===== src/rtl/pwm_chan_pkg.sv =====
package pwm_chan_pkg;
  localparam int unsigned DEF_PRESC_W = 8;
  localparam int unsigned DEF_CNT_W   = 16;

  typedef enum logic {
    LVL_LOW  = 1'b0,
    LVL_HIGH = 1'b1
  } act_level_e;
endpackage


===== src/rtl/pwm_cfg_regs.sv =====
module pwm_cfg_regs
  import pwm_chan_pkg::*;
#(
  parameter int unsigned PRESC_W = DEF_PRESC_W,
  parameter int unsigned CNT_W   = DEF_CNT_W,
  localparam int unsigned PER_W  = 2 * CNT_W
) (
  input  logic               clk_i,
  input  logic               rst_ni,
  input  logic               wr_i,
  input  logic               en_i,
  input  logic [PRESC_W-1:0] presc_i,
  input  logic [PER_W-1:0]   period_i,
  input  logic               act_high_i,
  output logic [PRESC_W-1:0] presc_o,
  output logic [CNT_W-1:0]   entire_o,
  output logic [CNT_W-1:0]   active_o,
  output act_level_e         level_o,
  output logic               run_o
);
  logic [PRESC_W-1:0] presc_d;
  logic [CNT_W-1:0]   entire_d, active_d;
  act_level_e         level_d;

  // Next-state: load all fields together on a write
  always_comb begin
    presc_d  = presc_o;
    entire_d = entire_o;
    active_d = active_o;
    level_d  = level_o;
    if (wr_i) begin
      presc_d  = presc_i;
      entire_d = period_i[PER_W-1:CNT_W];
      active_d = period_i[CNT_W-1:0];
      level_d  = act_high_i ? LVL_HIGH : LVL_LOW;
    end
  end

  always_ff @(posedge clk_i or negedge rst_ni) begin
    if (!rst_ni) begin
      presc_o  <= '0;
      entire_o <= '0;
      active_o <= '0;
      level_o  <= LVL_LOW;
      run_o    <= 1'b0;
    end else begin
      presc_o  <= presc_d;
      entire_o <= entire_d;
      active_o <= active_d;
      level_o  <= level_d;
      run_o    <= en_i;
    end
  end
endmodule


===== src/rtl/pwm_wrap_cnt.sv =====
module pwm_wrap_cnt #(
  parameter int unsigned W = 8
) (
  input  logic         clk_i,
  input  logic         rst_ni,
  input  logic         clr_i,
  input  logic         step_i,
  input  logic [W-1:0] limit_i,
  output logic [W-1:0] cnt_o,
  output logic         wrap_o
);
  logic [W-1:0] cnt_d;
  logic         at_limit;

  assign at_limit = (cnt_o == limit_i);
  assign wrap_o   = step_i & at_limit & ~clr_i;

  always_comb begin
    cnt_d = cnt_o;
    if (clr_i)         cnt_d = '0;
    else if (step_i)   cnt_d = at_limit ? '0 : cnt_o + 1'b1;
  end

  always_ff @(posedge clk_i or negedge rst_ni) begin
    if (!rst_ni) cnt_o <= '0;
    else         cnt_o <= cnt_d;
  end
endmodule


===== src/rtl/pwm_out_stage.sv =====
module pwm_out_stage
  import pwm_chan_pkg::*;
#(
  parameter int unsigned CNT_W = DEF_CNT_W
) (
  input  logic [CNT_W-1:0] cnt_i,
  input  logic [CNT_W-1:0] active_i,
  input  act_level_e       level_i,
  input  logic             run_i,
  output logic             pwm_o,
  output logic             pwm_oe_o
);
  logic in_active;

  assign in_active = (cnt_i < active_i);
  assign pwm_o     = in_active ? level_i : ~level_i;
  assign pwm_oe_o  = run_i;
endmodule


===== src/rtl/pwm_tick_channel.sv =====
module pwm_tick_channel
  import pwm_chan_pkg::*;
#(
  parameter int unsigned PRESC_W = DEF_PRESC_W,
  parameter int unsigned CNT_W   = DEF_CNT_W,
  localparam int unsigned PER_W  = 2 * CNT_W
) (
  input  logic               clk_i,
  input  logic               rst_ni,
  input  logic               tick_i,
  input  logic               chan_en_i,
  input  logic               cfg_wr_i,
  input  logic [PRESC_W-1:0] cfg_presc_i,
  input  logic [PER_W-1:0]   cfg_period_i,
  input  logic               cfg_act_high_i,
  output logic               pwm_o,
  output logic               pwm_oe_o
);
  logic [PRESC_W-1:0] cfg_presc;
  logic [CNT_W-1:0]   cfg_entire, cfg_active;
  act_level_e         cfg_level;
  logic               run;
  logic               cnt_clr;
  logic [PRESC_W-1:0] presc_cnt;
  logic [CNT_W-1:0]   period_cnt;
  logic               presc_wrap, period_wrap;

  pwm_cfg_regs #(.PRESC_W(PRESC_W), .CNT_W(CNT_W)) cfg_i (
    .clk_i      (clk_i),
    .rst_ni     (rst_ni),
    .wr_i       (cfg_wr_i),
    .en_i       (chan_en_i),
    .presc_i    (cfg_presc_i),
    .period_i   (cfg_period_i),
    .act_high_i (cfg_act_high_i),
    .presc_o    (cfg_presc),
    .entire_o   (cfg_entire),
    .active_o   (cfg_active),
    .level_o    (cfg_level),
    .run_o      (run)
  );

  // Any write or an idle channel restarts both counters
  assign cnt_clr = cfg_wr_i | ~run;

  pwm_wrap_cnt #(.W(PRESC_W)) presc_i (
    .clk_i   (clk_i),
    .rst_ni  (rst_ni),
    .clr_i   (cnt_clr),
    .step_i  (tick_i),
    .limit_i (cfg_presc),
    .cnt_o   (presc_cnt),
    .wrap_o  (presc_wrap)
  );

  pwm_wrap_cnt #(.W(CNT_W)) period_i (
    .clk_i   (clk_i),
    .rst_ni  (rst_ni),
    .clr_i   (cnt_clr),
    .step_i  (presc_wrap),
    .limit_i (cfg_entire),
    .cnt_o   (period_cnt),
    .wrap_o  (period_wrap)
  );

  pwm_out_stage #(.CNT_W(CNT_W)) out_i (
    .cnt_i    (period_cnt),
    .active_i (cfg_active),
    .level_i  (cfg_level),
    .run_i    (run),
    .pwm_o    (pwm_o),
    .pwm_oe_o (pwm_oe_o)
  );

  logic unused_wrap;
  assign unused_wrap = period_wrap;
endmodule


===== config.mk =====
export PLATFORM = sky130hd
export DESIGN_NAME = pwm_tick_channel
export DESIGN_NICKNAME = d
export VERILOG_FILES = /design/src/rtl/pwm_chan_pkg.sv /design/src/rtl/pwm_cfg_regs.sv /design/src/rtl/pwm_wrap_cnt.sv /design/src/rtl/pwm_out_stage.sv /design/src/rtl/pwm_tick_channel.sv
export SDC_FILE = /design/constraint.sdc
export NUM_CORES = 1
export LEC_CHECK = 0
export BUFFER_PORTS_ARGS = -buffer_cell sky130_fd_sc_hd__buf_2
export CORE_ASPECT_RATIO = 0.75
export CORE_MARGIN = 4
export CORE_UTILIZATION = 52
export DETAILED_ROUTE_END_ITERATION = 12
export PLACE_DENSITY = 0.83
export SLEW_MARGIN = 20
export SYNTH_ARGS = -nofsm -noshare
export SYNTH_HDL_FRONTEND = slang
export SYNTH_SLANG_ARGS = --single-unit

===== constraint.sdc =====
create_clock -name clk_i -period 2 [get_ports clk_i]
set_input_delay 0.4 -clock clk_i [delete_from_list [all_inputs] [get_ports clk_i]]
set_output_delay 0.4 -clock clk_i [all_outputs]
set_load 0.01 [all_outputs]

==> results.sh, run 1 <==
export IMPL_hold_buffers=0
export IMPL_hpwlAfterDp_um=5090
export IMPL_holdWs_ns=0.0677
export IMPL_hold_violations=0
export IMPL_preCtsSetupSlack_ns=-0.108
export IMPL_mostFrequentLayoutCell="sky130_fd_sc_hd__dfrtp_1"
export IMPL_switching_power_w=0.000730
export IMPL_largest_incremental_delay_on_the_critical_path_ns=0.42
export IMPL_grt_start_max_net_pins=67
export IMPL_yosys_warnings=0
export IMPL_worst_endpoint_required_ns=1.60
export IMPL_totalPowerFinal_w=0.00306
export IMPL_die_height_um=78.5
export IMPL_mappedNetlistArea_mm2=0.00345
export IMPL_timing_final_ws_setup_ns=-0.447
export IMPL_worstSetupStartpoint="period_i.cnt_o[5]"
export IMPL_worstSetupEndpointType="output port"
export IMPL_power_switching_share=0.239
export IMPL_slew_headroom=0.618
export IMPL_detailedRoute_firstIterationViolations=177
export IMPL_final_setup_viol_count=1
export IMPL_track_usage=0.199
export IMPL_clkTransAtPathRegs_ns=0.07
export IMPL_slowest_library_cell_on_the_worst_path="sky130_fd_sc_hd__dfrtp_1"
export IMPL_finalWorstPathRequiredPeriod_ns=2.45
export IMPL_global_route_overflow_total=0
export IMPL_cell_internal_pwr_w=0.00233
export IMPL_rows=25
export IMPL_multi_input_area_mm2=0.00177
export IMPL_avgSynthCellArea_um2=10.9
export IMPL_htree_num_levels=3
export IMPL_n_antenna_cell=0
export IMPL_total_leakage_power_nw=1.93
export IMPL_layout_area_seq_mm2=0.00165
export IMPL_rr_startpoint="presc_i.cnt_o[0]"
export IMPL_critical_path_peak_fanout=2
export IMPL_synth_largest_area_cell="sky130_fd_sc_hd__dfrtp_1"
export IMPL_cpMostUsedCell="sky130_fd_sc_hd__a211oi_2"
export IMPL_via_count_of_the_first_global_routing_pass=2623
export IMPL_cts_tree="yes"
export IMPL_numCtsBuffers=9
export IMPL_detail_route_first_pass_iterations=4
export IMPL_crit_path_start_kind="register"
export IMPL_drcViolationCount=0
export IMPL_nets=452
export IMPL_fmax_mhz=409
export IMPL_final_cell_mix="66 x sky130_fd_sc_hd__dfrtp_1, 47 x sky130_fd_sc_hd__buf_2, 27 x sky130_fd_sc_hd__mux2_2, 26 x sky130_fd_sc_hd__nand2_1, 25 x sky130_fd_sc_hd__xnor2_1"
export IMPL_worst_hold_path_type="input pin to asynchronous set/reset pin"
export IMPL_io_pins=48
export IMPL_yosys_register_bits=66
export IMPL_io_buffers=47
export IMPL_post_route_util=0.663
export IMPL_worstSetupPathType="register to output port"
export IMPL_cts_root_buf="sky130_fd_sc_hd__clkbuf_8"
export IMPL_synth_distinct_cells=40
export IMPL_syn_instance_count=317
export IMPL_clock_sinks=66
export IMPL_fin_worst_skew_ns=0.0109
export IMPL_final_max_slew_violation_count=0
export IMPL_irDropWorstVdd_uv=498
export IMPL_p_per_area_mw_per_mm2=724
export IMPL_synth_nets=380
export IMPL_grt_setup_unrepaired="true"
export IMPL_synth_top_area_share=0.479
export IMPL_fp_dieArea_mm2=0.00801
export IMPL_status="finished, violations left"
export IMPL_drt_wl_total_um=7440
export IMPL_timing_max_cap_violations=0
export IMPL_fraction_of_power_consumed_by_sequential_logic=0.481
export IMPL_global_route_wire_length_before_repair_um=12200
export IMPL_clkLatencyLatePin_ns=0.35
export IMPL_area_overhead_vs_synth_pct=22.6
export IMPL_final_fill_count=478
export IMPL_clockBufferDepth=2
export IMPL_power_share_clock=0.400
export IMPL_globalplace_congestion=0.864
export IMPL_post_route_cells_drive_above_1_share=0.368
export IMPL_share_comb_of_total_power=0.119
export IMPL_avgViaCountPerCell=5.32
export IMPL_floorplan_initialDensity=0.541
export IMPL_netlist_top_cells_area="sky130_fd_sc_hd__dfrtp_1 48%, sky130_fd_sc_hd__mux2_2 8.8%, sky130_fd_sc_hd__xnor2_1 6.3%"
export IMPL_tightest_slew_ns=0.573
export IMPL_routedWlPerCell_um=15.7
export IMPL_coreArea_mm2=0.00638
export IMPL_cells_along_the_critical_path="ha_4, a21oi_2, nor2_1, a211oi_2, o21ai_1, a211oi_2, xnor2_1, buf_2"
export IMPL_route_antenna_remaining_nets=0
export IMPL_failed_checks="setup timing"
export IMPL_grt_antenna_before_repair=0
export IMPL_via_count=2527
export IMPL_timing_final_crit_share=1.22
export IMPL_synth_yosys_seq_area_share=0.479
export IMPL_cp_arrival_ns=2.05
export IMPL_chipWidth_um=102
-- area by class of cell --
cell class	instances	share of cell area
sequential	66	0.390
clock inverter	5	0.0183
clock buffer	11	0.0334
multi-input combinational	224	0.418
tap	81	0.0240
inverter	17	0.0151
timing repair buffer	71	0.101
-- Yosys cell counts (all sizes together) --
library cell,number
o21ai,28
and3,7
or3b,3
inv,17
xnor2,26
and2,5
nand3,8
nor3,3
nand2,27
nand4,12
mux2,27
ha,17
a21oi,11
o31ai,1
and4,1
a211oi,3
xor2,13
nor4,1
o21a,1
nand2b,7
o211ai,1
nor2b,1
o22ai,1
clkbuf,6
nor2,18
buf,5
o2111a,1
dfrtp,66
-- registers in the layout, indices dropped and copies added (netlist names) --
register        count
cfg_i.presc_o       8
cfg_i.active_o     16
period_i.cnt_o     16
cfg_i.entire_o     16
cfg_i.level_o       1
cfg_i.run_o         1
presc_i.cnt_o       8
-- power by group through the flow --
stage                     sequential [W]  clock, W  combinational, W
after floorplan                  0.00148         0          0.000222
after global placement           0.00149         0          0.000326
after detailed placement         0.00150         0          0.000340
after CTS                        0.00147   0.00124          0.000347
after global routing             0.00148   0.00130          0.000412
final                            0.00147   0.00123          0.000365
-- worst max-delay path: cells and delay by family (launching register included) --
family | cells | cell delay, ns
buf+inv | 1 | 0.15
fa+ha+maj | 1 | 0.26
compound gates | 4 | 0.68
simple gates | 1 | 0.06
flops | 1 | 0.42
xor+xnor | 1 | 0.13
-- through the flow --
stage	cells	setup TNS, ns	area (um2)
after CTS	472	-0.425	4120
after global routing	475	-0.530	4230
after detailed placement	454	-0.108	3880
after floorplan	317	0	3450
final	475	-0.447	4230
after global placement	454	-0.0778	3880
-- final timing paths --
| path | end | cells past startpoint | slack, ns |
|---|---|---|---|
| min in group clk_i | cfg_i.run_o | 1 | 0.16 |
| min reg2reg | cfg_i.active_o[0] | 1 | 0.53 |
| max | pwm_o | 8 | -0.45 |
| min | presc_i.cnt_o[7] | 2 | 0.07 |
| max reg2reg | period_i.cnt_o[4] | 6 | 0.16 |
| max in group asynchronous | cfg_i.entire_o[0] | 2 | 1.67 |
-- what timing repair did --
action                                  CTS  global route
pin swaps                                 6             6
gates resized for setup                   2            16
buffers inserted                          2             2
endpoints found under the setup margin    1            13
cloned                                    0             1
-- cell families (layout without fill, tap and decap cells) --
group | Yosys count | after routing | share of synthesized area
simple gates | 93 | 94 | 0.149
fa+ha+maj | 17 | 17 | 0.0617
buf+inv | 28 | 104 | 0.0395
compound gates | 47 | 47 | 0.0820
flops | 66 | 66 | 0.479
xor+xnor | 39 | 39 | 0.101
mux | 27 | 27 | 0.0881
-- per-layer routing --
metal | track usage | routed length [um] | share of wire
met1 | 0.281 | 3460 | 0.46
met4 | 0.0695 | 136 | 0.018
met2 | 0.285 | 3400 | 0.46
met5 | 0 | 0 | 0
met3 | 0.0666 | 443 | 0.060
(Power assumes the default switching activity.)
==> run 2, diff against run 1 <==
--- a/config.mk
+++ b/config.mk
@@ -11,6 +11,7 @@
 export CORE_UTILIZATION = 52
 export DETAILED_ROUTE_END_ITERATION = 12
 export PLACE_DENSITY = 0.83
+export RECOVER_POWER = 100
 export SLEW_MARGIN = 20
 export SYNTH_ARGS = -nofsm -noshare
 export SYNTH_HDL_FRONTEND = slang
==> results.sh, run 2 (synthesized netlist as in run 1, its figures left out) <==
export IMPL_status="finished, violations left"
export IMPL_failed_checks="capacitance limit, slew limit, setup timing"
export IMPL_fmax_mhz=409
export IMPL_track_usage=0.199
export IMPL_final_max_slew_violation_count=67
export IMPL_io_buffers=47
export IMPL_routedWlPerCell_um=15.7
export IMPL_hold_violations=0
export IMPL_drt_wl_total_um=7470
export IMPL_coreArea_mm2=0.00638
export IMPL_hpwlAfterDp_um=5090
export IMPL_grt_antenna_before_repair=0
export IMPL_global_route_wire_length_before_repair_um=12200
export IMPL_drcViolationCount=0
export IMPL_post_route_util=0.659
export IMPL_timing_final_ws_setup_ns=-0.446
export IMPL_nets=452
export IMPL_worst_hold_path_type="input pin to register"
export IMPL_post_place_cells=454
export IMPL_p_per_area_mw_per_mm2=727
export IMPL_post_route_cells_drive_above_1_share=0.358
export IMPL_irDropWorstVdd_uv=499
export IMPL_globalplace_congestion=0.864
export IMPL_global_route_overflow_total=0
export IMPL_die_height_um=78.5
export IMPL_timing_max_cap_violations=1
export IMPL_largestRegisters="cfg_i.active_o: 16 flops, cfg_i.entire_o: 16 flops, period_i.cnt_o: 16 flops"
export IMPL_grt_setup_unrepaired="true"
export IMPL_tightest_slew_ns=1.58
export IMPL_clkLatencyLatePin_ns=0.35
export IMPL_worstSetupEndpointType="output port"
export IMPL_fp_dieArea_mm2=0.00801
export IMPL_clock_sinks=66
export IMPL_crit_path_start_kind="register"
export IMPL_chipWidth_um=102
export IMPL_preCtsSetupSlack_ns=-0.108
export IMPL_route_antenna_remaining_nets=0
export IMPL_worstSetupPathType="register to output port"
export IMPL_area_overhead_vs_synth_pct=21.8
export IMPL_via_count=2523
export IMPL_detailedRoute_firstIterationViolations=179
export IMPL_total_leakage_power_nw=1.92
export IMPL_rows=25
export IMPL_numCtsBuffers=9
export IMPL_critical_path_peak_fanout=2
export IMPL_totalPowerFinal_w=0.00306
export IMPL_grt_start_max_net_pins=67
export IMPL_final_setup_viol_count=1
export IMPL_fin_worst_skew_ns=0.0113
export IMPL_n_antenna_cell=0
export IMPL_avgViaCountPerCell=5.31
export IMPL_via_count_of_the_first_global_routing_pass=2623
export IMPL_clkTransAtPathRegs_ns=0.07
export IMPL_number_of_cells_in_the_finished_layout_apart_from_fillers=475
export IMPL_timing_final_crit_share=1.22
export IMPL_final_fill_count=485
export IMPL_hold_buffers=0
export IMPL_cts_root_buf="sky130_fd_sc_hd__clkbuf_8"
export IMPL_io_pins=48
export IMPL_cp_arrival_ns=2.05
export IMPL_final_cell_mix="66 x sky130_fd_sc_hd__dfrtp_1, 46 x sky130_fd_sc_hd__buf_2, 26 x sky130_fd_sc_hd__nand2_1, 26 x sky130_fd_sc_hd__mux2_2, 25 x sky130_fd_sc_hd__xnor2_1"
export IMPL_finalWorstPathRequiredPeriod_ns=2.45
export IMPL_slew_headroom=-0.0502
export IMPL_cts_tree="yes"
export IMPL_detail_route_first_pass_iterations=4
export IMPL_htree_num_levels=3
export IMPL_mostFrequentLayoutCell="sky130_fd_sc_hd__dfrtp_1"
export IMPL_holdWs_ns=0.159
export IMPL_worst_endpoint_required_ns=1.60
export IMPL_floorplan_initialDensity=0.541
export IMPL_clockBufferDepth=2
## run 2: repair_timing
item,CTS,global route
setup endpoints to repair,1,13
gates cloned,0,1
endpoints found under the hold margin,0,0
pin swaps,6,6
buffers inserted,2,2
gates resized for setup,2,16
## run 2: final timing paths
path | start | endpoint | slack, ns | depth (start not counted)
worst max-delay path | period_i.cnt_o[5] | pwm_o | -0.45 | 8
worst min-delay path | chan_en_i | cfg_i.run_o | 0.16 | 1
worst max register to register | presc_i.cnt_o[0] | period_i.cnt_o[1] | 0.09 | 6
worst min register to register | cfg_i.active_o[0] | cfg_i.active_o[0] | 0.53 | 1
max in group asynchronous | rst_ni | cfg_i.entire_o[0] | 0.53 | 2
min in group asynchronous | rst_ni | presc_i.cnt_o[7] | 0.54 | 2
## run 2: stage by stage
stage / setup TNS (ns) / instance area (um2)
after floorplan: 0 / 3450
after global placement: -0.0778 / 3880
after detailed placement: -0.108 / 3880
after CTS: -0.425 / 4120
after global routing: -0.684 / 4200
final: -0.446 / 4200
## run 2: layout make-up
cell class | instances | area (um2) | area share
inverter | 17 | 63.8 | 0.0152
clock buffer | 11 | 141 | 0.0336
tap | 81 | 101 | 0.0241
multi-input combinational | 224 | 1760 | 0.418
clock inverter | 5 | 77.6 | 0.0185
sequential | 66 | 1650 | 0.393
timing repair buffer | 71 | 409 | 0.0974
## run 2: routing by layer
| layer | routed length, um | GRT usage | vias up |
|---|---|---|---|
| met4 | 136 | 0.0695 | 0 |
| met3 | 424 | 0.0666 | 13 |
| met1 | 3480 | 0.281 | 1203 |
| met2 | 3420 | 0.285 | 73 |
| met5 | 0 | 0 | - |
| li1 | - | - | 1234 |
## run 2: report_power, final
group | switching (W) | internal (W)
Combinational | 0.000183 | 0.000176
Sequential | 0.0000514 | 0.00142
Clock | 0.000494 | 0.000732
Total | 0.000729 | 0.00233
## run 2: worst max-delay path, stage by stage (launching register included)
cell and delay (ns):
sky130_fd_sc_hd__dfrtp_1 0.42, sky130_fd_sc_hd__ha_4 0.26, sky130_fd_sc_hd__a21oi_2 0.11, sky130_fd_sc_hd__nor2_1 0.06, sky130_fd_sc_hd__a211oi_2 0.20, sky130_fd_sc_hd__o21ai_1 0.12, sky130_fd_sc_hd__a211oi_2 0.25, sky130_fd_sc_hd__xnor2_1 0.14
sky130_fd_sc_hd__buf_2 0.15
==> run 3, diff against run 2 <==
--- a/config.mk
+++ b/config.mk
@@ -5,12 +5,13 @@
 export SDC_FILE = /design/constraint.sdc
 export NUM_CORES = 1
 export LEC_CHECK = 0
+export ABC_AREA = 1
 export BUFFER_PORTS_ARGS = -buffer_cell sky130_fd_sc_hd__buf_2
 export CORE_ASPECT_RATIO = 0.75
 export CORE_MARGIN = 4
-export CORE_UTILIZATION = 52
+export CORE_UTILIZATION = 53
 export DETAILED_ROUTE_END_ITERATION = 12
-export PLACE_DENSITY = 0.83
+export PLACE_DENSITY = 0.84
 export RECOVER_POWER = 100
 export SLEW_MARGIN = 20
 export SYNTH_ARGS = -nofsm -noshare
==> results.sh, run 3 <==
export IMPL_globalplace_congestion=1.01
export IMPL_cpMostUsedCell="sky130_fd_sc_hd__nand2_1"
export IMPL_crit_path_start_kind="register"
export IMPL_synth_top_area_share=0.434
export IMPL_timing_max_cap_violations=0
export IMPL_synthMuxAreaShare=0.0148
export IMPL_synth_top_cells_by_count="193 x sky130_fd_sc_hd__nand2_1, 70 x sky130_fd_sc_hd__inv_1, 66 x sky130_fd_sc_hd__dfrtp_1"
export IMPL_chipWidth_um=106
export IMPL_power_switching_share=0.280
export IMPL_drt_wl_total_um=9320
export IMPL_synth_edf_count=0
export IMPL_area_overhead_vs_synth_pct=18.3
export IMPL_mostFrequentLayoutCell="sky130_fd_sc_hd__nand2_1"
export IMPL_detailedRoute_firstIterationViolations=272
export IMPL_clock_sinks=66
export IMPL_finalWorstPathRequiredPeriod_ns=2.27
export IMPL_worstSetupPathType="register to output port"
export IMPL_number_of_cells_in_the_finished_layout_apart_from_fillers=689
export IMPL_fraction_of_power_consumed_by_sequential_logic=0.492
export IMPL_yosys_register_bits=66
export IMPL_yosys_area_share_adder=0.0559
export IMPL_slowest_library_cell_on_the_worst_path="sky130_fd_sc_hd__dfrtp_1"
export IMPL_die_height_um=81.4
export IMPL_hold_path_endpoint="cfg_i.run_o"
export IMPL_cell_internal_pwr_w=0.00213
export IMPL_synth_top_flop_cell="sky130_fd_sc_hd__dfrtp_1"
export IMPL_worstPathBufferInverterCount=1
export IMPL_switching_power_w=0.000828
export IMPL_power_share_clock=0.384
export IMPL_regToRegEndpoint="period_i.cnt_o[4]"
export IMPL_clockBufferDepth=2
export IMPL_cells_along_the_critical_path="ha_1, a21oi_1, nor2_1, nor3_2, nand2_1, nand2_2, nand2_1, nand2_1, nand2_1, buf_2"
export IMPL_p_per_area_mw_per_mm2=658
export IMPL_io_pins=48
export IMPL_timing_final_crit_share=1.13
export IMPL_r2r_cells=10
export IMPL_hold_violations=0
export IMPL_worst_endpoint_required_ns=1.60
export IMPL_n_antenna_cell=0
export IMPL_worst_r2r_setup_slack_ns=-0.09
export IMPL_whs_path_depth=1
export IMPL_global_route_wire_length_before_repair_um=15500
export IMPL_postLayoutCellArea_mm2=0.00450
export IMPL_rows=26
export IMPL_tightest_slew_ns=1.11
export IMPL_rr_startpoint="presc_i.cnt_o[0]"
export IMPL_floorplan_initialDensity=0.551
export IMPL_placedInstanceArea_mm2=0.00423
export IMPL_failed_checks="setup timing"
export IMPL_total_leakage_power_nw=2.38
export IMPL_io_buffers=47
export IMPL_timing_final_ws_setup_ns=-0.267
export IMPL_via_count_of_the_first_global_routing_pass=3326
export IMPL_clkTransAtPathRegs_ns=0.07
export IMPL_fp_dieArea_mm2=0.00861
export IMPL_critical_path_peak_fanout=2
export IMPL_async_reset_ff_frac=1.00
export IMPL_multi_input_area_mm2=0.00185
export IMPL_mappedNetlistArea_mm2=0.00380
export IMPL_preCtsSetupSlack_ns=0.185
export IMPL_numCtsBuffers=9
export IMPL_worstSetupEndpointType="output port"
export IMPL_via_count=3567
export IMPL_cts_root_buf="sky130_fd_sc_hd__clkbuf_8"
export IMPL_slew_headroom=0.263
export IMPL_layout_area_seq_mm2=0.00165
export IMPL_share_comb_of_total_power=0.125
export IMPL_htree_num_levels=3
export IMPL_fmax_mhz=441
export IMPL_track_usage=0.227
export IMPL_synth_compound_gate_area_share=0.0724
export IMPL_synth_yosys_seq_area_share=0.434
export IMPL_grt_setup_unrepaired="true"
export IMPL_yosys_cell_count_top_type="sky130_fd_sc_hd__nand2_1"
export IMPL_cts_tree="yes"
export IMPL_nets=649
export IMPL_netlist_top_cells_area="sky130_fd_sc_hd__dfrtp_1 43%, sky130_fd_sc_hd__nand2_1 19%, sky130_fd_sc_hd__inv_1 6.9%"
export IMPL_final_max_slew_violation_count=0
export IMPL_final_fill_count=588
export IMPL_synth_distinct_cells=25
export IMPL_status="finished, violations left"
export IMPL_global_route_overflow_total=0
export IMPL_largest_incremental_delay_on_the_critical_path_ns=0.38
export IMPL_syn_instance_count=521
export IMPL_clkLatencyLatePin_ns=0.36
export IMPL_largestRegisters="cfg_i.active_o: 16 flops, cfg_i.entire_o: 16 flops, period_i.cnt_o: 16 flops"
export IMPL_drcViolationCount=0
export IMPL_post_synth_xor_area_fraction=0.0276
export IMPL_yosys_warnings=0
export IMPL_post_place_cells=669
export IMPL_synth_simple_gate_area_share=0.295
export IMPL_route_antenna_remaining_nets=0
export IMPL_coreArea_mm2=0.00690
export IMPL_synth_nets=584
export IMPL_avgViaCountPerCell=5.18
export IMPL_min_delay_start="chan_en_i"
export IMPL_final_setup_viol_count=17
export IMPL_cp_arrival_ns=1.87
export IMPL_synth_largest_area_cell="sky130_fd_sc_hd__dfrtp_1"
export IMPL_final_cell_mix="192 x sky130_fd_sc_hd__nand2_1, 65 x sky130_fd_sc_hd__dfrtp_1, 63 x sky130_fd_sc_hd__inv_1, 44 x sky130_fd_sc_hd__buf_2, 42 x sky130_fd_sc_hd__o21ai_0"
export IMPL_post_route_cells_drive_above_1_share=0.201
export IMPL_detail_route_first_pass_iterations=4
export IMPL_hpwlAfterDp_um=6510
export IMPL_fin_worst_skew_ns=0.0134
export IMPL_worst_hold_path_type="input pin to register"
export IMPL_routedWlPerCell_um=13.5
export IMPL_main_combinational_cell_family_by_area_after_synthesis="simple AND/OR/NAND/NOR gates"
export IMPL_grt_antenna_before_repair=0
export IMPL_crit_family="simple AND/OR/NAND/NOR gates"
export IMPL_irDropWorstVdd_uv=357
export IMPL_grt_start_max_net_pins=41
export IMPL_avgSynthCellArea_um2=7.30
run 3: cell count changes in the layout (fill, tap and decap cells not counted), moves of 19 or more:
cell | previous run | this run
sky130_fd_sc_hd__nand2_1 | 26 | 192
sky130_fd_sc_hd__o21ai_0 | 23 | 42
sky130_fd_sc_hd__nor2_1 | 14 | 39
sky130_fd_sc_hd__xnor2_1 | 25 | 4
sky130_fd_sc_hd__mux2_2 | 26 | 5
sky130_fd_sc_hd__inv_1 | 15 | 63
run 3: cells by family after synthesis:
kind of cell               count (synthesis)
AOI/OAI and AO/OA                         54
and+or+nand+nor                          274
buffers and inverters                     93
adders and majority gates                 17
DFF                                       66
xor gates and xnor gates                  12
muxes                                      5
run 3: final cells by class:
class / instances / share of cell area
clock inverter: 6 / 0.0150
timing repair buffer: 69 / 0.0854
tap: 98 / 0.0273
sequential: 66 / 0.367
clock buffer: 10 / 0.0284
inverter: 78 / 0.0651
multi-input combinational: 362 / 0.411
run 3: routing by layer:
metal  track usage  part of all wire  up-vias
met3        0.0548             0.076       13
met5             0                 0        -
li1              -                 -     1759
met4        0.0517             0.010        0
met2         0.346              0.44      144
met1         0.331              0.48     1651
run 3: power by group through the flow:
stage                     sequential (W)  clock (W)  combinational, W
after detailed placement         0.00148          0          0.000357
after CTS                        0.00146    0.00115          0.000362
after global routing             0.00147    0.00120          0.000426
final                            0.00146    0.00114          0.000369
after floorplan                  0.00147          0          0.000218
after global placement           0.00148          0          0.000343
run 3: worst max-delay path by stage:
stage | to | slack [ns] | start | cells after the start
finish | pwm_o | -0.27 | period_i.cnt_o[5] | 10
global route | pwm_o | -0.36 | period_i.cnt_o[5] | 10
CTS | pwm_o | -0.23 | period_i.cnt_o[5] | 10
detailed placement | pwm_o | 0.18 | cfg_i.active_o[5] | 11
global placement | pwm_o | 0.22 | period_i.cnt_o[5] | 10
floorplan | pwm_o | 0.31 | period_i.cnt_o[9] | 8
run 3: per-stage QoR:
step	TNS (ns)	util	hold WS (ns)	power (W)
2_1_floorplan	0	-	0.104	0.00169
3_3_place_gp	0	0.614	0.409	0.00182
3_5_place_dp	0	0.614	0.408	0.00184
4_1_cts	-0.225	0.644	0.0357	0.00296
5_1_grt	-3.93	0.652	0.151	0.00309
6_report	-1.36	0.652	0.156	0.00296
run 3: repair_timing:
item,4_1_cts,5_1_grt
buffers inserted,2,2
resized for setup,1,18
pin swaps,3,3
hold buffers,0,0
endpoints found under the setup margin,1,1
